File: config.mk
export PLATFORM = sky130hd
export DESIGN_NAME = sparkle256_core
export DESIGN_NICKNAME = d
export VERILOG_FILES = /design/src/rtl/sparkle_pkg.sv /design/src/rtl/sparkle_arx_box.sv /design/src/rtl/sparkle_linear.sv /design/src/rtl/sparkle_step.sv /design/src/rtl/sparkle256_core.sv
export SDC_FILE = /design/constraint.sdc
export NUM_CORES = 2
export LEC_CHECK = 0
export CORE_ASPECT_RATIO = 0.6
export CORE_MARGIN = 2
export CORE_UTILIZATION = 40
export DETAILED_ROUTE_END_ITERATION = 10
export HOLD_SLACK_MARGIN = 0.02
export MAX_ROUTING_LAYER = met4
export PLACE_DENSITY_LB_ADDON = 0.12
export SLEW_MARGIN = 15
export SYNTH_ARGS = -nofsm -noshare
export SYNTH_HDL_FRONTEND = slang
export SYNTH_HIERARCHICAL = 1
export SYNTH_SLANG_ARGS = --single-unit
File: constraint.sdc
create_clock -name clk -period 14.7 [get_ports clk]
set_input_delay 2.94 -clock clk [delete_from_list [all_inputs] [get_ports clk]]
set_output_delay 2.94 -clock clk [all_outputs]
set_load 0.01 [all_outputs]
File: src/rtl/sparkle_pkg.sv
// Package: shared types, the round constant source and a rotate helper for
// the permutation core. Assumes 32-bit words and four branches.
package sparkle_pkg;

    localparam int WORD_W   = 32;
    localparam int N_BRANCH = 4;
    localparam int N_WORDS  = 2 * N_BRANCH;
    localparam int RC_IDX_W = 3;

    typedef logic [WORD_W-1:0] word_t;
    typedef logic [N_WORDS-1:0][WORD_W-1:0] state_t;

    // Round constant selected by a 3-bit index.
    function automatic word_t round_const(input logic [RC_IDX_W-1:0] idx);
        unique case (idx)
            3'd0: return 32'hB7E15162;
            3'd1: return 32'hBF715880;
            3'd2: return 32'h38B4DA56;
            3'd3: return 32'h324E7738;
            3'd4: return 32'hBB1185EB;
            3'd5: return 32'h4F7C7B57;
            3'd6: return 32'hCFBFA1C8;
            default: return 32'hC2B3293D;
        endcase
    endfunction

    // Right rotation by a fixed amount in 1..31.
    function automatic word_t rotr(input word_t v, input int unsigned n);
        return (v >> n) | (v << (WORD_W - n));
    endfunction

    // Linear layer mixing function: rotate right by 16 of t ^ (t << 16).
    function automatic word_t ell(input word_t t);
        word_t m;
        m = t ^ (t << 16);
        return rotr(m, 16);
    endfunction

endpackage

File: src/rtl/sparkle_arx_box.sv
// ARX-box: four add/rotate/xor rounds on one (x, y) branch using a single
// branch constant. Purely combinational; constant supplied by the parent.
module sparkle_arx_box
    import sparkle_pkg::*;
(
    input  word_t x_i,
    input  word_t y_i,
    input  word_t c_i,
    output word_t x_o,
    output word_t y_o
);

    word_t x1, y1, x2, y2, x3, y3, x4, y4;

    // Four unrolled rounds; rotation pairs are fixed by the algorithm.
    always_comb begin
        x1 = (x_i + rotr(y_i, 31));
        y1 = y_i ^ rotr(x1, 24);
        x1 = x1 ^ c_i;

        x2 = (x1 + rotr(y1, 17));
        y2 = y1 ^ rotr(x2, 17);
        x2 = x2 ^ c_i;

        x3 = x2 + y2;
        y3 = y2 ^ rotr(x3, 31);
        x3 = x3 ^ c_i;

        x4 = (x3 + rotr(y3, 24));
        y4 = y3 ^ rotr(x4, 16);
        x4 = x4 ^ c_i;
    end

    assign x_o = x4;
    assign y_o = y4;

endmodule

File: src/rtl/sparkle_linear.sv
// Linear layer: Feistel mix of the left half into the right half followed by
// a one-branch rotation of the right half and a left/right swap.
// Combinational; assumes four branches packed as in sparkle_pkg::state_t.
module sparkle_linear
    import sparkle_pkg::*;
(
    input  state_t s_i,
    output state_t s_o
);

    word_t u, v;
    word_t x2m, x3m, y2m, y3m;

    // Feistel contributions from the left branches.
    always_comb begin
        u   = ell(s_i[0] ^ s_i[2]);   // from x0 ^ x1
        v   = ell(s_i[1] ^ s_i[3]);   // from y0 ^ y1
        x2m = s_i[4] ^ v;
        x3m = s_i[6] ^ v;
        y2m = s_i[5] ^ u;
        y3m = s_i[7] ^ u;
    end

    // Branch permutation with swap of halves.
    always_comb begin
        s_o[0] = x3m ^ s_i[2];
        s_o[1] = y3m ^ s_i[3];
        s_o[2] = x2m ^ s_i[0];
        s_o[3] = y2m ^ s_i[1];
        s_o[4] = s_i[0];
        s_o[5] = s_i[1];
        s_o[6] = s_i[2];
        s_o[7] = s_i[3];
    end

endmodule

File: src/rtl/sparkle_step.sv
// One full permutation step: counter/constant injection, ARX layer on all
// branches, then the linear layer. Combinational; assumes CNT_W >= 3.
module sparkle_step
    import sparkle_pkg::*;
#(
    parameter int CNT_W = 4
) (
    input  state_t           s_i,
    input  logic [CNT_W-1:0] cnt_i,
    output state_t           s_o
);

    state_t inj, arx;

    // Fold the step counter into y1 and the cyclic constant into y0.
    always_comb begin
        inj    = s_i;
        inj[1] = s_i[1] ^ round_const(cnt_i[RC_IDX_W-1:0]);
        inj[3] = s_i[3] ^ {{(WORD_W-CNT_W){1'b0}}, cnt_i};
    end

    // One ARX-box per branch, constant fixed by branch position.
    for (genvar b = 0; b < N_BRANCH; b++) begin : g_branch
        sparkle_arx_box u_box (
            .x_i (inj[2*b]),
            .y_i (inj[2*b+1]),
            .c_i (round_const(RC_IDX_W'(b))),
            .x_o (arx[2*b]),
            .y_o (arx[2*b+1])
        );
    end

    sparkle_linear u_lin (
        .s_i (arx),
        .s_o (s_o)
    );

endmodule

File: src/rtl/sparkle256_core.sv
// Iterative SPARKLE256 core: accepts a start with a state and step count,
// computes one step per cycle, then registers the result and pulses done.
// Starts during busy are dropped. Synchronous active-low reset.
module sparkle256_core
    import sparkle_pkg::*;
#(
    parameter int CNT_W = 4
) (
    input  logic                      clk,
    input  logic                      rst_n,
    input  logic                      start_i,
    input  logic [CNT_W-1:0]          steps_i,
    input  logic [N_WORDS*WORD_W-1:0] state_i,
    output logic                      busy_o,
    output logic                      done_o,
    output logic [N_WORDS*WORD_W-1:0] state_o
);

    logic             busy_q, done_q;
    logic [CNT_W-1:0] cnt_q, tgt_q;
    logic [CNT_W-1:0] cnt_nxt;
    state_t           work_q, out_q, step_s;
    logic             accept, zero_req, last_step;

    assign accept    = start_i && !busy_q;
    assign zero_req  = (steps_i == '0);
    assign cnt_nxt   = cnt_q + 1'b1;
    assign last_step = busy_q && (cnt_nxt == tgt_q);

    sparkle_step #(.CNT_W(CNT_W)) u_step (
        .s_i   (work_q),
        .cnt_i (cnt_q),
        .s_o   (step_s)
    );

    // Control: busy flag, done pulse, step counter and target.
    always_ff @(posedge clk) begin
        if (!rst_n) begin
            busy_q <= 1'b0;
            done_q <= 1'b0;
            cnt_q  <= '0;
            tgt_q  <= '0;
        end else begin
            done_q <= 1'b0;
            if (accept) begin
                cnt_q  <= '0;
                tgt_q  <= steps_i;
                busy_q <= !zero_req;
                done_q <= zero_req;
            end else if (busy_q) begin
                cnt_q <= cnt_nxt;
                if (last_step) begin
                    busy_q <= 1'b0;
                    done_q <= 1'b1;
                end
            end
        end
    end

    // Working state: loaded on accept, advanced one step per busy cycle.
    always_ff @(posedge clk) begin
        if (!rst_n) begin
            work_q <= '0;
        end else if (accept) begin
            work_q <= state_i;
        end else if (busy_q) begin
            work_q <= step_s;
        end
    end

    // Result register: written only when an operation completes.
    always_ff @(posedge clk) begin
        if (!rst_n) begin
            out_q <= '0;
        end else if (accept && zero_req) begin
            out_q <= state_i;
        end else if (last_step) begin
            out_q <= step_s;
        end
    end

    assign busy_o  = busy_q;
    assign done_o  = done_q;
    assign state_o = out_q;

endmodule

# After elaboration in Yosys (flattened, before gate mapping)
# Cells that the tools add are included.
[classes] n_mux=11 add_sub_neg=17 bitwise=77 n_eq_ne=7 reduce_logical=10
[ops] op="$mux W256" n=4
[ops] op="$xor A32 B32 Y32" n=29
[ops] op="$add A32 B32 Y32" n=16
[ops] op="$or A1 B32 Y32" n=8
[ops] op="$or A15 B32 Y32" n=8
[ops] op="$or A8 B32 Y32" n=8
[ops] op="$pmux W32 S7" n=1
[ops] op="$not A16 Y16" n=12
[ops] op="$or A16 B32 Y32" n=6
[ops] op="$not A15 Y15" n=4
[ops] op="$xor A32 B4 Y32" n=1
[ops] op="$eq A3 B3 Y1 const B" n=3
[ops] op="$eq A3 B2 Y1 const B" n=2
[ops] op="$mux W1" n=6
[ops] op="$add A4 B1 Y4 const B" n=1
[ops] op="$eq A4 B4 Y1" n=1
[ops] op="$logic_not A4 Y1" n=1
[ops] op="$reduce_bool A2 Y1" n=2
[ops] op="$eq A3 B1 Y1 const B" n=1
[ops] op="$logic_and A1 B1 Y1" n=3
[ops] op="$logic_not A3 Y1" n=1
[ops] op="$logic_not A1 Y1" n=2
[ops] op="$reduce_or A2 Y1" n=1
[ops] op="$not A1 Y1" n=1
[word_totals] inputBits=263 elab_cells=142 register_bits=522

# Longest topological paths before layout
[depth] ltp_word=25 ltp_mapped=58 ltp_nobuf=55

# Hierarchy
# Netlist, hierarchy kept.
[by_module_without_submodules] mod="sparkle256_core" area_each_um2=25662.1 seq_area_each_um2=10450.0 cells_each=2924 instances=1
[by_module_without_submodules] mod="sparkle_arx_box at u_step.g_branch[1].u_box ..." area_each_um2=8877.3 seq_area_each_um2=0.0 cells_each=1141 instances=2
[by_module_without_submodules] mod="sparkle_arx_box at u_step.g_branch[3].u_box" area_each_um2=8932.3 seq_area_each_um2=0.0 cells_each=1140 instances=1
[by_module_without_submodules] mod="sparkle_arx_box at u_step.g_branch[0].u_box" area_each_um2=8709.6 seq_area_each_um2=0.0 cells_each=1113 instances=1
[by_module_without_submodules] mod="sparkle_linear" area_each_um2=5165.0 seq_area_each_um2=0.0 cells_each=480 instances=1
[by_module_without_submodules] mod="sparkle_step" area_each_um2=614.3 seq_area_each_um2=0.0 cells_each=80 instances=1

# Worst setup path after synthesis
# OpenSTA, ideal clock, no wires.
[synth_path] kind="flip-flop to flip-flop" startpoint="reg cnt_q[2]" endpoint="reg work_q[15] (netlist bit)" path_buffers=2 required_ps=14585 period_less_slack_ps=11099 arrival_ps=10984 path_stages_with_launch=55 path_slack_ps=3601 path_cell_list="dfxtp_1 -> nand2b_1 -> buf_6 -> o21ai_2 -> xnor2_1 -> ha_1 -> inv_1 -> fa_1 -> nor2b_1 -> o21bai_1 -> a31oi_1 -> o31a_2 -> nor4_4 -> o21bai_2 -> nand3_1 -> a311o_1 -> xnor2_2 -> xor2_1 -> [19 not listed] -> xnor2_2 -> ha_1 -> a21o_1 -> a21o_1 -> a21oi_1 -> o31a_1 -> o21ai_0 -> a21boi_0 -> o21ai_0 -> a31oi_1 -> xor2_1 -> xnor2_2 -> xnor2_1 -> xnor2_1 -> xnor3_1 -> nand2_1 -> o21ai_0 -> and2_1"
[synth_lines] item="from (decl)" line_no="sparkle256_core.sv:20" source="logic [CNT_W-1:0] cnt_q, tgt_q;"
[synth_lines] item="from (signal assigned)" line_no="sparkle256_core.sv:51" source="cnt_q <= cnt_nxt;"
[synth_lines] item="to (signal assigned)" line_no="sparkle256_core.sv:65" source="work_q <= state_i;"
[synth_lines] item="to (signal assigned)" line_no="sparkle256_core.sv:67" source="work_q <= step_s;"
[synth_lines] item="to (decl)" line_no="sparkle256_core.sv:22" source="state_t work_q, out_q, step_s;"

==> metrics.cfg <==
[timing]
layout_min_cycle_time_ns = 14.32
hold_ws_ns = 0.5122
hold_violations = 0
setup_violations = 0
final.setup_skew_ns = 0.04933
slew_viol_final = 0
relSlewSlack = 0.07605
tightestPinTransition_ns = 1.386
rsz0062_at_grt = no
finalWorstSetupSlack_ns = 0.3783
fin_crit_sh = 0.9743
fmax_mhz = 69.82
fin_tns_setup_ns = 0

[finish]
drive_gt1_frac = 0.09502
fin_util = 0.4769
layout-area-overhead-vs-synth_pct = 18.68
nets = 9650

[drt]
drt_iter0_drc = 9557
vias = 66590
wl_per_cell_microns = 31.80
drc_errors = 0
drt-total-wl_mm = 356.0
top_layer_used = met4
drtAntennaViolNets = 0
met1Wirelength_mm = 174.4
firstDrtPassIters = 5
met3WireLength_mm = 47.19
wl_met2_mm = 127.8
viasPerCell = 5.948

[logic_synthesis]
postSynthCellCount = 8019
ys_warn_count = 6
ys_seq_area_frac = 0.1563
yosysUniqueCellTypes = 115
netlist_area_sq_um = 66840
yosys-top-cells-area = dfxtp_1, xor2_1, xnor2_1
synth_top_area_frac = 0.1563
synth_top_cell_by_area = dfxtp_1
synth-seq-cells = 522
synth-edff-count = 0
synth_top_flop_cell = dfxtp_1
synth_area_per_cell_sq_um = 8.335
synth-async-reset-ratio = 0

[global_routing]
grt_usage = 0.4108
grt_pass1_vias = 59150
grt_max_degree = 192
antenna_found_initial = 31
grt_pass1_wl_mm = 482.1
overflow = 0

[critical_path]
max_stage_delay_ns = 0.91
reg2reg_from = cnt_q[1]
critPathMostFrequentCell = xor2_1
critPathBufInv = 4
path_max_fanout = 13
cp_data_arrival_time_ns = 14.92
worst_r2r_path_depth = 53
r2r_end = work_q[69]
cpLargestDelayFamily = compound AO/OA/AOI/OAI gates
r2r_slack_ns = 0.38
crit_slowest_cell = xnor2_1
cp-end-kind = flop
path_class = reg -> reg
cp.required_ns = 15.30
setup.worst_path.start_class = flop

[hold_path]
min_from = state_o[22]
worstHoldPathCells = 2
min_to = state_o[22]
hold_path_class = reg -> reg

[clock_network]
clkLatencyLatePin_ns = 0.75
cts_tree = done
clockBufferDepth = 3
cts_hold_buf = 0
cts_root_buffer = clkbuf_16
cts.reportedPaths.clkPinSlew_ns = 0.07
numClockSinks = 522
cts_buffers = 58
cts_max_level = 2

[status]
outcome = complete, no violations

[floorplanning]
initial_core_util = 0.4018
io_pins = 521
num_rows = 116
coreArea_sq_um = 166300
die_w_microns = 531.7
fp.dieH_microns = 320.6
dieArea_sq_um = 170500

[placement]
place_congestion = 1.139
dpl.hpwl_mm = 299.5
pre_cts_slack_ns = 0.4672
io_buffers = 520

[flow_run]
maxCapViolations = 0

-- repair_timing --
action	CTS	global route
endpoints found under the setup margin	0	131
buffers inserted	0	0
gates resized for setup	0	19
-- layout by cell type (no fill, tap or decap), drive strengths merged, types with 33 or more instances in the layout --
cell type,netlist,final
nor3,57,57
clkdlybuf4s50,0,518
ha,497,497
a21o,246,246
o21a,83,83
a21oi,444,444
nor2b,59,59
nor2,215,215
and2,286,286
o211ai,291,291
inv,182,187
xnor3,121,121
a21boi,33,33
nand3,86,86
xnor2,840,840
and3,52,52
nand2,987,987
a211oi,54,54
buf,234,299
o311ai,265,265
dfxtp,522,522
o21bai,61,61
conb,2,502
xor2,905,905
nand4,58,58
clkbuf,286,75
nand2b,36,36
o21ai,497,497
mux2i,264,264
a31oi,57,57
-- tightest hold or removal path, cell delays in order, from the launching register on --
cell and delay, ns:
dfxtp_1 0.32, o311ai_1 0.06, o211ai_1 0.08
-- cells by family after synthesis --
family,count (synthesis),share of synthesized area
xor gates and xnor gates,1882,0.2814
buffers and inverters,704,0.05135
AOI/OAI and AO/OA,2217,0.2391
muxes,264,0.03972
adders and majority gates,513,0.09783
other,2,0.0001124
and+or+nand+nor,1915,0.1341
DFF,522,0.1563
-- area by class of cell --
class | instances | area [sq um]
diodes | 30 | 75.07
clock inverters | 35 | 508.0
repair buffers | 817 | 7782
inverters | 182 | 683.2
clock buffers | 75 | 1615
multi-input cells | 7293 | 55400
flip-flops and latches | 522 | 10460
fillers | 16380 | 87000
well taps | 2242 | 2805
-- per-stage QoR --
step	instances	instance area [sq um]
global route	11190	79310
CTS	11170	79160
detailed placement	11060	77040
finish	11200	79330
global placement	11060	77020
floorplan	8519	68710
-- flip-flops by register name, summed over array words and instances, names as in the netlist --
name,flops
cnt_q,4
state_o,256
work_q,256
tgt_q,4
done_o,1
busy_o,1
-- cells in the mapped netlist (46+ instances only) --
cell,instances
o21a_1,83
o211ai_2,200
o21ai_0,479
and2_1,282
xnor2_1,793
a31oi_1,53
xor2_1,899
o21bai_1,60
a21oi_1,440
dfxtp_1,522
o311ai_0,249
nand3_1,85
nor3_1,53
xnor3_1,115
nor2_1,215
and3_1,46
nand4_1,58
a211oi_1,48
clkbuf_1,285
buf_4,134
nand2_1,987
o211ai_1,91
xnor2_2,47
inv_1,181
nor2b_1,58
a21o_1,242
ha_1,497
mux2i_1,263
-- layer usage --
metal  vias to the layer above  track usage
met3                       295       0.1357
met4                         0      0.06737
met1                     32860       0.6307
met2                      3813       0.5034
li1                      29630            -
met5                         -            -
-- worst max-delay path by stage --
stage                       to  slack (ns)     start  depth (start not counted)
floorplan           work_q[15]        3.60  cnt_q[2]                         54
global placement    work_q[97]        0.30  cnt_q[2]                         50
detailed placement  work_q[46]        0.47  cnt_q[0]                         50
CTS                 work_q[46]        0.38  cnt_q[0]                         50
global route        work_q[92]        0.03  cnt_q[0]                         53
finish              work_q[69]        0.38  cnt_q[1]                         53
Power is not shown: default switching activity piles up to over one toggle a cycle in this logic, so the estimate is an artifact.
